## src/rtl/xbr_pkg.sv

```systemverilog
package xbr_pkg;
  typedef enum logic [1:0] {
    XB_OWNED    = 2'd0,
    XB_HANDOFF  = 2'd1,
    XB_RELEASED = 2'd2,
    XB_RECLAIM  = 2'd3
  } xbr_state_e;

  typedef enum logic [1:0] {
    PICK_NONE    = 2'd0,
    PICK_REFRESH = 2'd1,
    PICK_RELEASE = 2'd2,
    PICK_ACCESS  = 2'd3
  } xbr_pick_e;
endpackage

```

## src/rtl/xbr_sync.sv

```systemverilog
module xbr_sync #(
  parameter int STAGES = 2,
  parameter bit RESET_VAL = 1'b1
) (
  input  logic clk,
  input  logic rst,
  input  logic din,
  output logic dout
);
  logic [STAGES-1:0] chain;

  generate
    if (STAGES == 1) begin : g_single
      always_ff @(posedge clk) begin
        if (rst) chain <= RESET_VAL;
        else     chain <= din;
      end
    end else begin : g_multi
      always_ff @(posedge clk) begin
        if (rst) chain <= {STAGES{RESET_VAL}};
        else     chain <= {chain[STAGES-2:0], din};
      end
    end
  endgenerate

  assign dout = chain[STAGES-1];
endmodule

```

## src/rtl/xbr_arb.sv

```systemverilog
module xbr_arb
  import xbr_pkg::*;
(
  input  xbr_state_e state,
  input  logic       cycle_idle,
  input  logic       refresh_req,
  input  logic       release_req,
  input  logic       access_req,
  output xbr_pick_e  pick
);
  always_comb begin
    pick = PICK_NONE;
    if (state == XB_OWNED && cycle_idle) begin
      if (refresh_req)      pick = PICK_REFRESH;
      else if (release_req) pick = PICK_RELEASE;
      else if (access_req)  pick = PICK_ACCESS;
    end
  end
endmodule

```

## src/rtl/xbr_fsm.sv

```systemverilog
module xbr_fsm
  import xbr_pkg::*;
#(
  parameter int OE_LANES = 3
) (
  input  logic                clk,
  input  logic                rst,
  input  logic                req_sync,
  input  logic                takeback_en,
  input  logic                pending,
  input  xbr_pick_e           pick,
  output xbr_state_e          state,
  output logic                ext_ack_n,
  output logic                takeback_n,
  output logic [OE_LANES-1:0] bus_oe,
  output logic                refresh_start,
  output logic                access_start
);
  xbr_state_e nxt;

  always_comb begin
    nxt = state;
    unique case (state)
      XB_OWNED:    if (pick == PICK_RELEASE) nxt = XB_HANDOFF;
      XB_HANDOFF:  nxt = XB_RELEASED;
      XB_RELEASED: if (!req_sync) nxt = XB_RECLAIM;
      XB_RECLAIM:  nxt = XB_OWNED;
      default:     nxt = XB_OWNED;
    endcase
  end

  always_ff @(posedge clk) begin
    if (rst) begin
      state         <= XB_OWNED;
      ext_ack_n     <= 1'b1;
      takeback_n    <= 1'b1;
      bus_oe        <= {OE_LANES{1'b1}};
      refresh_start <= 1'b0;
      access_start  <= 1'b0;
    end else begin
      state         <= nxt;
      ext_ack_n     <= (nxt != XB_RELEASED);
      takeback_n    <= !(nxt == XB_RELEASED && takeback_en && pending);
      bus_oe        <= {OE_LANES{nxt == XB_OWNED}};
      refresh_start <= (pick == PICK_REFRESH);
      access_start  <= (pick == PICK_ACCESS);
    end
  end


  oe_off_in_grant_chk: assert property (@(posedge clk) disable iff (rst)
    !ext_ack_n |-> (bus_oe == '0));

  oe_before_ack_chk: assert property (@(posedge clk) disable iff (rst)
    $fell(ext_ack_n) |-> $past(bus_oe == '0));

  oe_after_ack_chk: assert property (@(posedge clk) disable iff (rst)
    $rose(ext_ack_n) |-> (bus_oe == '0));

  no_start_in_grant_chk: assert property (@(posedge clk) disable iff (rst)
    !ext_ack_n |-> (!access_start && !refresh_start));

  takeback_only_in_grant_chk: assert property (@(posedge clk) disable iff (rst)
    !takeback_n |-> !ext_ack_n);
endmodule

```

## src/rtl/xbus_release_arbiter.sv

```systemverilog
module xbus_release_arbiter
  import xbr_pkg::*;
#(
  parameter int SYNC_STAGES = 2,
  parameter int OE_LANES    = 3
) (
  input  logic                clk,
  input  logic                rst,
  input  logic                release_en,
  input  logic                takeback_en,
  input  logic                ext_req_n,
  input  logic                cycle_idle,
  input  logic                int_ext_req,
  input  logic                refresh_req,
  output logic                ext_ack_n,
  output logic                takeback_n,
  output logic [OE_LANES-1:0] bus_oe,
  output logic                refresh_start,
  output logic                access_start
);
  logic       req_n_sync;
  logic       req_sync;
  xbr_state_e state;
  xbr_pick_e  pick;

  xbr_sync #(.STAGES(SYNC_STAGES), .RESET_VAL(1'b1)) u_sync (
    .clk  (clk),
    .rst  (rst),
    .din  (ext_req_n),
    .dout (req_n_sync)
  );

  assign req_sync = !req_n_sync;

  xbr_arb u_arb (
    .state       (state),
    .cycle_idle  (cycle_idle),
    .refresh_req (refresh_req),
    .release_req (release_en && req_sync),
    .access_req  (int_ext_req),
    .pick        (pick)
  );

  xbr_fsm #(.OE_LANES(OE_LANES)) u_fsm (
    .clk           (clk),
    .rst           (rst),
    .req_sync      (req_sync),
    .takeback_en   (takeback_en),
    .pending       (int_ext_req || refresh_req),
    .pick          (pick),
    .state         (state),
    .ext_ack_n     (ext_ack_n),
    .takeback_n    (takeback_n),
    .bus_oe        (bus_oe),
    .refresh_start (refresh_start),
    .access_start  (access_start)
  );
endmodule

```

## config.mk

```make
export PLATFORM = sky130hd
export DESIGN_NAME = xbus_release_arbiter
export DESIGN_NICKNAME = d
export VERILOG_FILES = /design/src/rtl/xbr_pkg.sv /design/src/rtl/xbr_sync.sv /design/src/rtl/xbr_arb.sv /design/src/rtl/xbr_fsm.sv /design/src/rtl/xbus_release_arbiter.sv
export SDC_FILE = /design/constraint.sdc
export NUM_CORES = 1
export LEC_CHECK = 0
export ABC_AREA = 1
export CAP_MARGIN = 30
export CORE_AREA = 4 4 41 43
export CTS_BUF_LIST = sky130_fd_sc_hd__clkbuf_8
export DETAILED_ROUTE_END_ITERATION = 8
export DIE_AREA = 0 0 45 47
export DONT_BUFFER_PORTS = 1
export GPL_TIMING_DRIVEN = 0
export PLACE_DENSITY = 0.49
export SKIP_CTS_REPAIR_TIMING = 1
export SYNTH_ARGS = -nofsm -noshare
export SYNTH_HDL_FRONTEND = slang
export SYNTH_SLANG_ARGS = --single-unit
```

## constraint.sdc

```tcl
create_clock -name clk -period 1.34 [get_ports clk]
set_input_delay 0.067 -clock clk [delete_from_list [all_inputs] [get_ports clk]]
set_output_delay 0.067 -clock clk [all_outputs]
set_load 0.05 [all_outputs]
```

==> summary.txt <==
Global route
  • GRT Util Overall: under 10%
  • Initial antenna violation count: 0
  • Vias in the first global route: approximately 260
  • Gr ovfl total: 0
  • First-pass GRT wire length: approximately 1000 um
  • Largest net degree at the start of global routing: 7

Final layout
  • Area Overhead vs Synth: 25.4%
  • ANT cells: 0
  • Final core utilization: a little over a third
  • Nets: 60
  • # fillers: approximately 150
  • Fin area: approximately 460 um2
  • Area of the multi-input gates: 140 um2
  • Commonest cells after routing, fill and taps aside: 9 x dfxtp_1, 8 x inv_1, 6 x nand2_1, 5 x nand3_1, 5 x nor2_1
  • Non-filler cells, final: 66
  • Reg area: about 180 um2
  • Proportion of layout cells with a drive suffix above 1: ~29%
  • Most common cell after layout, fill and taps aside: dfxtp_1

STA
  • Fin Hold WS: around 39 ps
  • Final Hold Fails: 0
  • Setup_tns: 0 ps
  • Rel. slew slack: a little under two thirds
  • Tmin final: around 1300 ps
  • Final worst path period share: between 90% and 100%
  • Unrepaired setup endpoints after global routing: no
  • Min setup slack post-route: approximately 86 ps
  • Max Clock Freq: 797 MHz
  • Final setup vio count: 0
  • Worst-margin pin slew: roughly 540 ps
  • Slew Limit Fails: 0
  • Fin Clk Skew: 1.38 ps

Route
  • DR vias/cell: a little over 4
  • First drt pass iteration count: 2
  • Final ANT Viol Nets: 0
  • 1st-iter DRT viols: 3
  • DR vias: about 270
  • Routed WL per cell: just under 10 um
  • Total routed wirelength: 634 um
  • Post-route DRC: 0

Power
  • Sw power: about 150 uW
  • Part of the power in combinational logic: ~7.0%
  • P_int: approximately 490 uW
  • Power share of the clock group: 47.1%
  • Power Density: roughly 1400 nW/um2
  • Sequential power share: 45.9%
  • VDD IR max: approximately 0.58 mV
  • Pwr Total: 640 uW
  • Sw Ratio: 22.8%
  • LEAKAGE: 0.211 nW

Worst setup path
  • Slowest-stage cell, CP: dfxtp_1
  • Max FO, Critical Path: 3
  • Max incr delay on CP: about 650 ps
  • Worst EP required: 1270 ps
  • Delay-heaviest family, CP: flip-flops
  • Cells along the critical path: buf_4
  • Critical path type: reg2out
  • CP Data Arrival Time: 1190 ps
  • Type of origin of the critical path: flop
  • Crit path buffers/inverters: 1
  • Crit end category: output pin

Clock tree
  • CTS H-tree depth: 1
  • Clock transition at the registers of the reported paths: approximately 40 ps
  • Clock buffer depth: 2
  • CTS Sinks: 9
  • Root Driver: clkbuf_8
  • CTS Buf Count: 3
  • CTS tree: built
  • Clock latency on the worst-skew pair: about 230 ps

Floorplanning
  • Total core area: around 1300 um2
  • Initial Util: around 28%
  • Die Footprint: ~2100 um2
  • Die W: approximately 45 um
  • Std-Cell Rows: 13
  • Number of I/O pins: 15
  • Die Ht: between 40 and 50 um

Place
  • I/O Buffers: 0
  • Placed Cells incl. Taps: 59
  • Total placed instance area: 388 um2
  • Final HPWL DP: around 500 um
  • GP Congestion: 0.662
  • DP Worst Slack: between 300 and 400 ps

Logic synthesis
  • Yosys warns: 0
  • Netlist cell types: 13
  • Register area share after synthesis: between 40 and 50%
  • Cell area after synthesis: ~370 um2
  • Top cells by area, synth: dfxtp_1 49%, inv_1 7.1%, nand3_1 6.8%
  • Mapped Avg Cell Area: about 8.4 um2
  • Seq cells post-synth: 9
  • Cells after synthesis: 44
  • Share of the synthesized area in the top cell type: between 40% and 50%
  • Area leader, netlist: dfxtp_1
  • Post-synth net total: 52

Run status
  • Status: completed

Job
  • Max Cap Violations: 0

Min path
  • Worst hold path class: in2reg
-- metal layers --
layer	global-route usage (%)	wire length, um	vias up
met3	3.07	75	4
met5	0	0	-
met4	10.5	23	0
met1	7.14	237	109
met2	9.89	298	12
li1	-	-	142
-- layout make-up --
class / count / area share (%)
sequential: 9 / 38.9
multi-input combinational: 24 / 30.3
clock buffer: 3 / 8.92
inverter: 9 / 7.30
timing repair buffer: 3 / 6.49
tap: 15 / 4.05
buffer: 2 / 3.24
clock inverter: 1 / 0.811
-- synth_stat cells --
library cell	n
inv_2	2
nand2_4	1
nor2_1	5
nor2_4	2
a21oi_2	1
dfxtp_1	9
nand3_1	5
or2_2	2
inv_1	7
nand4_2	1
nand2_2	1
nand2_1	6
buf_4	2
-- logic make-up after synthesis --
family                 count (synthesis)  share of synthesized area, %
AOI/OAI and AO/OA                      1                          2.37
and+or+nand+nor                       23                          35.6
buffers and inverters                 11                          13.2
DFF                                    9                          48.8
-- worst paths after layout --
kind	start	endpoint	slack [ps]	depth (start not counted)
worst max register to register	u_fsm.state[0]$_SDFF_PP0_	u_fsm.bus_oe[0]$_SDFF_PP1_	500	6
worst max-delay path	u_fsm.bus_oe[0]$_SDFF_PP1_	bus_oe[2]	90	1
worst min-delay path	rst	u_fsm.access_start$_SDFF_PP0_	40	3
worst min register to register	u_sync.chain[0]$_SDFF_PP1_	u_sync.chain[1]$_SDFF_PP1_	400	1
-- registers in the layout (all words and copies together), names as in the netlist --
signal,cells
u_fsm.takeback_n,1
u_fsm.ext_ack_n,1
u_fsm.bus_oe,1
u_fsm.access_start,1
u_sync.chain,2
u_fsm.state,2
u_fsm.refresh_start,1
-- power by group through the flow --
stage	Clock, mW	Combinational [mW]	Sequential (mW)
global placement	0	0.0351	0.299
finish	0.301	0.0449	0.294
CTS	0.317	0.0355	0.294
detailed placement	0	0.0354	0.299
global route	0.336	0.0495	0.294
floorplan	0	0.0322	0.298
(Power assumes the default switching activity.)
